[config.mk]
export PLATFORM = sky130hd
export DESIGN_NAME = sfb_pass_seq
export DESIGN_NICKNAME = d
export VERILOG_FILES = /design/src/rtl/sfb_pkg.sv /design/src/rtl/sfb_pass_cnt.sv /design/src/rtl/sfb_rst_pulser.sv /design/src/rtl/sfb_stream_gate.sv /design/src/rtl/sfb_pass_seq.sv
export SDC_FILE = /design/constraint.sdc
export NUM_CORES = 1
export LEC_CHECK = 0
export BUFFER_PORTS_ARGS = -buffer_cell sky130_fd_sc_hd__buf_2
export CELL_PAD_IN_SITES_DETAIL_PLACEMENT = 0
export CELL_PAD_IN_SITES_GLOBAL_PLACEMENT = 1
export CORE_UTILIZATION = 44
export DETAILED_ROUTE_END_ITERATION = 10
export PLACE_DENSITY = 0.81
export SKIP_CTS_REPAIR_TIMING = 1
export SLEW_MARGIN = 20
export SYNTH_ARGS = -nofsm -noshare
export SYNTH_HDL_FRONTEND = slang
export SYNTH_HIERARCHICAL = 1
export SYNTH_SLANG_ARGS = --single-unit
[constraint.sdc]
create_clock -name clk -period 7.5 [get_ports clk]
set_input_delay 0.75 -clock clk [delete_from_list [all_inputs] [get_ports clk]]
set_output_delay 0.75 -clock clk [all_outputs]
set_load 0.05 [all_outputs]
[src/rtl/sfb_pkg.sv]
package sfb_pkg;
  typedef enum logic [1:0] {
    ST_IDLE = 2'd0,
    ST_SWAP = 2'd1,
    ST_RSTP = 2'd2,
    ST_PASS = 2'd3
  } seq_state_t;
endpackage

[src/rtl/sfb_pass_cnt.sv]
module sfb_pass_cnt #(
  parameter int CNT_W = 16
) (
  input  logic             clk,
  input  logic             rst_n,
  input  logic             clr,
  input  logic             step,
  input  logic [CNT_W-1:0] total,
  output logic             hit,
  output logic             done
);
  logic [CNT_W-1:0] cnt;

  assign hit = step && !done && (cnt == total - CNT_W'(1));

  always_ff @(posedge clk or negedge rst_n) begin
    if (!rst_n) begin
      cnt  <= '0;
      done <= 1'b0;
    end else if (clr) begin
      cnt  <= '0;
      done <= 1'b0;
    end else if (step && !done) begin
      cnt <= cnt + CNT_W'(1);
      if (hit) done <= 1'b1;
    end
  end

  AST_NO_STEP_AFTER_END: assert property (@(posedge clk) disable iff (!rst_n)
    (done && !clr) |-> !step);
endmodule

[src/rtl/sfb_rst_pulser.sv]
module sfb_rst_pulser #(
  parameter int RL_W = 4
) (
  input  logic            clk,
  input  logic            rst_n,
  input  logic            load,
  input  logic [RL_W-1:0] len,
  output logic            active,
  output logic            fin
);
  logic [RL_W-1:0] cnt;

  always_ff @(posedge clk or negedge rst_n) begin
    if (!rst_n)          cnt <= '0;
    else if (load)       cnt <= len;
    else if (cnt != '0)  cnt <= cnt - RL_W'(1);
  end

  assign active = (cnt != '0);
  assign fin    = (cnt == RL_W'(1));

  AST_PULSE_STARTS: assert property (@(posedge clk) disable iff (!rst_n)
    (load && len != '0) |=> active);
  AST_PULSE_ENDS: assert property (@(posedge clk) disable iff (!rst_n)
    (fin && !load) |=> !active);
endmodule

[src/rtl/sfb_stream_gate.sv]
module sfb_stream_gate #(
  parameter int DW = 16
) (
  input  logic          open_in,
  input  logic          open_out,
  input  logic          s_valid,
  output logic          s_ready,
  input  logic [DW-1:0] s_data,
  output logic          rg_in_valid,
  input  logic          rg_in_ready,
  output logic [DW-1:0] rg_in_data,
  input  logic          rg_out_valid,
  output logic          rg_out_ready,
  input  logic [DW-1:0] rg_out_data,
  output logic          m_valid,
  input  logic          m_ready,
  output logic [DW-1:0] m_data
);
  assign rg_in_valid  = s_valid && open_in;
  assign s_ready      = rg_in_ready && open_in;
  assign rg_in_data   = open_in ? s_data : '0;
  assign m_valid      = rg_out_valid && open_out;
  assign rg_out_ready = m_ready && open_out;
  assign m_data       = open_out ? rg_out_data : '0;
endmodule

[src/rtl/sfb_pass_seq.sv]
module sfb_pass_seq
  import sfb_pkg::*;
#(
  parameter int DW      = 16,
  parameter int W_BITS  = 8,
  parameter int H_BITS  = 8,
  parameter int MAX_FLT = 4,
  parameter int RL_W    = 4,
  localparam int FLT_W  = (MAX_FLT > 1) ? $clog2(MAX_FLT) : 1,
  localparam int NF_W   = $clog2(MAX_FLT + 1),
  localparam int IDX_W  = FLT_W + 1
) (
  input  logic              clk,
  input  logic              rst_n,
  input  logic              run,
  input  logic [W_BITS-1:0] cfg_width,
  input  logic [H_BITS-1:0] cfg_height,
  input  logic [NF_W-1:0]   cfg_nflt,
  input  logic [RL_W-1:0]   cfg_rst_len,
  output logic              swp_req,
  output logic [IDX_W-1:0]  swp_idx,
  input  logic              swp_done,
  output logic              rg_rst,
  output logic              iso,
  output logic              pass_col,
  output logic [FLT_W-1:0]  flt_idx,
  output logic              frame_done,
  input  logic              s_valid,
  output logic              s_ready,
  input  logic [DW-1:0]     s_data,
  output logic              rg_in_valid,
  input  logic              rg_in_ready,
  output logic [DW-1:0]     rg_in_data,
  input  logic              rg_out_valid,
  output logic              rg_out_ready,
  input  logic [DW-1:0]     rg_out_data,
  output logic              m_valid,
  input  logic              m_ready,
  output logic [DW-1:0]     m_data
);
  localparam int CNT_W = W_BITS + H_BITS;

  seq_state_t        st;
  logic [W_BITS-1:0] lw, w_cl;
  logic [H_BITS-1:0] lh, h_cl;
  logic [FLT_W-1:0]  lk_last;
  logic [RL_W-1:0]   lrl, rl_cl;
  logic [NF_W-1:0]   k_cl, k_m1;
  logic [FLT_W-1:0]  flt;
  logic              col;
  logic [CNT_W-1:0]  frm_total;
  logic              in_hit, in_done, out_hit, out_done;
  logic              rp_active, rp_fin;
  logic              in_pass, open_in;

  // run-time settings with zero and overrange clamped
  always_comb begin
    w_cl  = (cfg_width  == '0) ? W_BITS'(1) : cfg_width;
    h_cl  = (cfg_height == '0) ? H_BITS'(1) : cfg_height;
    rl_cl = (cfg_rst_len == '0) ? RL_W'(1) : cfg_rst_len;
    if (cfg_nflt == '0)                   k_cl = NF_W'(1);
    else if (cfg_nflt > NF_W'(MAX_FLT))   k_cl = NF_W'(MAX_FLT);
    else                                  k_cl = cfg_nflt;
    k_m1 = k_cl - NF_W'(1);
  end

  assign frm_total = CNT_W'(lw) * CNT_W'(lh);
  assign in_pass   = (st == ST_PASS);
  assign open_in   = in_pass && !in_done;

  always_ff @(posedge clk or negedge rst_n) begin
    if (!rst_n) begin
      st         <= ST_IDLE;
      flt        <= '0;
      col        <= 1'b0;
      lw         <= W_BITS'(1);
      lh         <= H_BITS'(1);
      lk_last    <= '0;
      lrl        <= RL_W'(1);
      frame_done <= 1'b0;
    end else begin
      frame_done <= 1'b0;
      case (st)
        ST_IDLE: if (run) begin
          lw      <= w_cl;
          lh      <= h_cl;
          lrl     <= rl_cl;
          lk_last <= k_m1[FLT_W-1:0];
          flt     <= '0;
          col     <= 1'b0;
          st      <= ST_SWAP;
        end
        ST_SWAP: if (swp_done) st <= ST_RSTP;
        ST_RSTP: if (rp_fin) st <= ST_PASS;
        ST_PASS: if (out_hit) begin
          if (!col) begin
            col <= 1'b1;
            st  <= ST_SWAP;
          end else begin
            col <= 1'b0;
            if (flt == lk_last) begin
              flt        <= '0;
              frame_done <= 1'b1;
              if (run) begin
                lw      <= w_cl;
                lh      <= h_cl;
                lrl     <= rl_cl;
                lk_last <= k_m1[FLT_W-1:0];
                st      <= ST_SWAP;
              end else begin
                st <= ST_IDLE;
              end
            end else begin
              flt <= flt + FLT_W'(1);
              st  <= ST_SWAP;
            end
          end
        end
        default: st <= ST_IDLE;
      endcase
    end
  end

  assign swp_req  = (st == ST_SWAP);
  assign swp_idx  = {flt, col};
  assign iso      = !in_pass;
  assign pass_col = col;
  assign flt_idx  = flt;
  assign rg_rst   = rp_active;

  sfb_rst_pulser #(.RL_W(RL_W)) u_pulse (
    .clk    (clk),
    .rst_n  (rst_n),
    .load   (swp_req && swp_done),
    .len    (lrl),
    .active (rp_active),
    .fin    (rp_fin)
  );

  sfb_pass_cnt #(.CNT_W(CNT_W)) u_in_cnt (
    .clk   (clk),
    .rst_n (rst_n),
    .clr   (!in_pass),
    .step  (s_valid && s_ready),
    .total (frm_total),
    .hit   (in_hit),
    .done  (in_done)
  );

  sfb_pass_cnt #(.CNT_W(CNT_W)) u_out_cnt (
    .clk   (clk),
    .rst_n (rst_n),
    .clr   (!in_pass),
    .step  (m_valid && m_ready),
    .total (frm_total),
    .hit   (out_hit),
    .done  (out_done)
  );

  sfb_stream_gate #(.DW(DW)) u_gate (
    .open_in      (open_in),
    .open_out     (in_pass),
    .s_valid      (s_valid),
    .s_ready      (s_ready),
    .s_data       (s_data),
    .rg_in_valid  (rg_in_valid),
    .rg_in_ready  (rg_in_ready),
    .rg_in_data   (rg_in_data),
    .rg_out_valid (rg_out_valid),
    .rg_out_ready (rg_out_ready),
    .rg_out_data  (rg_out_data),
    .m_valid      (m_valid),
    .m_ready      (m_ready),
    .m_data       (m_data)
  );

  AST_REQ_HOLD: assert property (@(posedge clk) disable iff (!rst_n)
    (swp_req && !swp_done) |=> (swp_req && $stable(swp_idx)));
  AST_REQ_DROP: assert property (@(posedge clk) disable iff (!rst_n)
    (swp_req && swp_done) |=> !swp_req);
  AST_ISO_QUIET: assert property (@(posedge clk) disable iff (!rst_n)
    iso |-> (!m_valid && !rg_out_ready && !s_ready && !rg_in_valid));
  AST_RST_ISOLATED: assert property (@(posedge clk) disable iff (!rst_n)
    rg_rst |-> iso);
  AST_DONE_TO_RST: assert property (@(posedge clk) disable iff (!rst_n)
    (swp_req && swp_done) |=> rg_rst);
  AST_IN_BEFORE_LAST_OUT: assert property (@(posedge clk) disable iff (!rst_n)
    out_hit |-> (in_done || in_hit));
  AST_IN_HIT_IN_PASS: assert property (@(posedge clk) disable iff (!rst_n)
    in_hit |-> in_pass);
  AST_PASS_NOT_OVER: assert property (@(posedge clk) disable iff (!rst_n)
    in_pass |-> !out_done);
  AST_FRAME_PULSE: assert property (@(posedge clk) disable iff (!rst_n)
    frame_done |=> !frame_done);
endmodule

==> results_tabular.tex <==
\begin{tabular}{lr}
\hline
Metric & Value \\
\hline
\multicolumn{2}{l}{\textbf{Layout}} \\
\quad Filler Cell Count & approximately 1.4k \\
\quad Area occupied by multi-input gates & approximately 4700 sq um \\
\quad Net count of the finished layout & roughly 1.0k \\
\quad Fin util & a little over 50\% \\
\quad Share of layout cells above drive strength 1 & 22.11\% \\
\quad Synth-to-layout area growth & 13.51\% \\
\quad Commonest non-fill, non-tap cell in the layout & sky130\_fd\_sc\_hd\_\_buf\_2 \\
\quad Reg area & 1655 sq um \\
\quad Diode insertion count for antenna repair & 0 \\
\quad Final cell count without fillers & approximately 1.1k \\
\quad Area of all placed cells without fillers & a little under 8000 sq um \\
\quad Highest-count cells in the layout ignoring fill and taps & 108 x sky130\_fd\_sc\_hd\_\_buf\_2, 79 x sky130\_fd\_sc\_hd\_\_inv\_1, 67 x sky130\_fd\_sc\_hd\_\_nor2\_1 \\
\multicolumn{2}{l}{\textbf{GRT}} \\
\quad Pin count of the biggest net entering global routing & 67 \\
\quad Number of antenna violations at the first check in global routing & 0 \\
\quad Number of global-route vias before repair & between 5k and 6k \\
\quad First-pass GRT wire length & 26.98 mm \\
\quad Global-route usage over all layers & 20.97\% \\
\quad Gr ovfl total & 0 \\
\multicolumn{2}{l}{\textbf{Timing}} \\
\quad Clock tree skew after final layout & 8.012 ps \\
\quad Number of hold violations in the final report & 0 \\
\quad Post-layout min period & slightly below 7000 ps \\
\quad Max-slew headroom at the worst pin & between 30\% and 40\% \\
\quad Setup violation total in the final timing report & 0 \\
\quad Setup repair after global routing missed its margin & no \\
\quad Max Fclk & between 100 and 150 MHz \\
\quad Worst slew pin tran & 1040 ps \\
\quad Max-slew violations & 0 \\
\quad Final period util & about 90\% \\
\quad Post-Route Setup TNS & 0 ps \\
\multicolumn{2}{l}{\textbf{Clock network}} \\
\quad Root buffer selected by CTS & sky130\_fd\_sc\_hd\_\_clkbuf\_16 \\
\quad CTS H-tree depth & 3 \\
\quad Number of buffers on the longest clock path & 2 \\
\quad CTS clk-pin slew, worst paths & $\sim$50 ps \\
\quad Clock tree from TritonCTS & done \\
\quad Later-pin clock latency in the skew report & approximately 340 ps \\
\quad CTS buffer count & 9 \\
\quad Sink count of the clock tree & 66 \\
\multicolumn{2}{l}{\textbf{Placed design}} \\
\quad Number of instances in the placed design & approximately 1.0k \\
\quad Placed cell area & between 7000 and 8000 sq um \\
\quad Estimated wirelength of the detail-placed design & between 10 and 15 mm \\
\quad Routability Congestion & $\sim$0.9 \\
\quad \# port buffers & 108 \\
\multicolumn{2}{l}{\textbf{Setup path}} \\
\quad Launch instance of the worst register-to-register path & lw[1] \\
\quad Maximum fanout along the worst path & 22 \\
\quad Category of the critical setup timing path & reg -> reg \\
\quad Capturing point of the worst reg2reg path & lrl[3] \\
\quad Crit path capture type & flop \\
\quad Cell breakdown of the critical path & and2\_1, fa\_1, fa\_1, inv\_1, fa\_1, fa\_1, inv\_1, ha\_1, a21o\_2, a21oi\_1, a21boi\_1, nand3\_1, nand4\_1, or3\_1, nor3\_1, xnor2\_1, o31ai\_1, nand2\_1, nor3\_1, nand3\_1, nor2\_1, o21ai\_2, buf\_4, mux2\_2 \\
\quad Path depth of the worst reg2reg path & 24 \\
\quad Slack of the worst reg-to-reg path & around 750 ps \\
\quad Top cell by count, worst path & sky130\_fd\_sc\_hd\_\_fa\_1 \\
\quad Required time at the worst-slack endpoint & between 7000 and 8000 ps \\
\quad Signal arrival time at the worst endpoint & roughly 7000 ps \\
\quad Slowest stage cell on the critical path & sky130\_fd\_sc\_hd\_\_fa\_1 \\
\quad Max stage delay on crit path & approximately 560 ps \\
\quad Startpoint kind of the worst setup timing path & flop \\
\multicolumn{2}{l}{\textbf{Hold path}} \\
\quad HP Class & reg -> reg \\
\quad Worst Hold Endpoint & lrl[0] \\
\quad Number of cells on the worst hold path & 2 \\
\quad Min-Delay Startpoint & lrl[0] \\
\multicolumn{2}{l}{\textbf{Routing}} \\
\quad Drt initial violations & about 340 \\
\quad Routed wl met2 & 7.381 mm \\
\quad Post-detailed-route count of antenna-violating nets & 0 \\
\quad Met3 wire length & slightly above 700 um \\
\quad Average via count per standard cell & $\sim$5.3 \\
\quad Number of search-and-repair iterations in the first detailed-routing pass & 5 \\
\quad Uppermost layer routed & met4 \\
\quad Average wire per standard cell & around 15 um \\
\quad Vias after detailed routing & 5635 \\
\quad DRC viols & 0 \\
\quad Total wire length & 15.43 mm \\
\quad Met1 wire length & roughly 7.1 mm \\
\multicolumn{2}{l}{\textbf{Floorplan}} \\
\quad Vertical die dimension & 126.3 um \\
\quad Die width & between 100 and 150 um \\
\quad Die Area & between 15000 and 20000 sq um \\
\quad Number of placed I/O pins & 109 \\
\quad Starting utilization of the core area & 44.87\% \\
\quad Num rows & 45 \\
\quad Placeable core region & 15150 sq um \\
\multicolumn{2}{l}{\textbf{Outcome}} \\
\quad Result of the run & completed \\
\multicolumn{2}{l}{\textbf{Yosys}} \\
\quad Post-Syn Instances & roughly 770 \\
\quad Count of yosys warnings during synthesis & 6 \\
\quad Syn Nets & between 900 and 1k \\
\quad Post-synth design cell area & just under 7000 sq um \\
\quad Synthesized area per cell & a little under 9 sq um \\
\multicolumn{2}{l}{\textbf{Power}} \\
\quad Leakage power total & roughly 4.0 nW \\
\quad Power Density & just over 100 nW/um\^{}2 \\
\quad Peak supply drop & approximately 0.10 mV \\
\multicolumn{2}{l}{\textbf{Job}} \\
\quad Number of max-capacitance violations reported & 0 \\
\hline
\end{tabular}
metrics by stage:
step	setup slack, ps	hold WS, ps	power [W]
after floorplan	1494	442.6	0.0003879
after global placement	872.3	476.5	0.0004170
after detailed placement	778.5	471.1	0.0004171
after CTS	743.5	478.8	0.0007974
after global routing	235.9	520.5	0.0008146
final	746.1	475.5	0.0007829
report_power, final:
group	switching [W]	internal, W
clock	0.000152	0.000221
sequential	0	0.000357
combinational	0.0000341	0.0000194
critical path, delay by kind of cell, from the launching register on:
kind | cells | cell delay [ps]
AO/OA/AOI/OAI | 5 | 980
XOR/XNOR | 1 | 90
adder cells (fa/ha/maj) | 5 | 2380
buffers and inverters | 3 | 320
flip-flops | 1 | 470
multiplexers | 1 | 310
AND/OR/NAND/NOR | 9 | 2070
cell type report:
cell class	count	share of cell area, %
Multi-Input combinational cell	599	60.83
Timing Repair Buffer	113	7.493
Clock inverter	4	0.2595
Clock buffer	12	3.065
Tap cell	188	3.049
Inverter	79	3.844
Sequential cell	66	21.46
registers in the layout, indices dropped and copies added (netlist names), 2 cells and up:
register       cells
lw                 8
u_pulse/cnt        4
u_out_cnt/cnt     16
flt_idx            2
lh                 8
u_in_cnt/cnt      16
lrl                4
st                 2
lk_last            2
how the worst max path moves through the flow:
| stage | from | end | slack, ps | depth (start not counted) |
|---|---|---|---|---|
| 2_1_floorplan | lw[0] | lw[2] | 1490 | 24 |
| 3_3_place_gp | lw[1] | lw[2] | 870 | 24 |
| 3_5_place_dp | lw[1] | lrl[3] | 780 | 24 |
| 4_1_cts | lw[1] | lrl[3] | 740 | 24 |
| 5_1_grt | lw[1] | st[0] | 240 | 23 |
| 6_report | lw[1] | lrl[3] | 750 | 24 |
metal layers:
layer	track usage, %	up-vias
met3	3.908	19
met5	0	-
met4	6.166	0
met2	34.94	139
met1	27.69	2694
li1	-	2783
No activity file was read; power rests on OpenSTA's default activity.
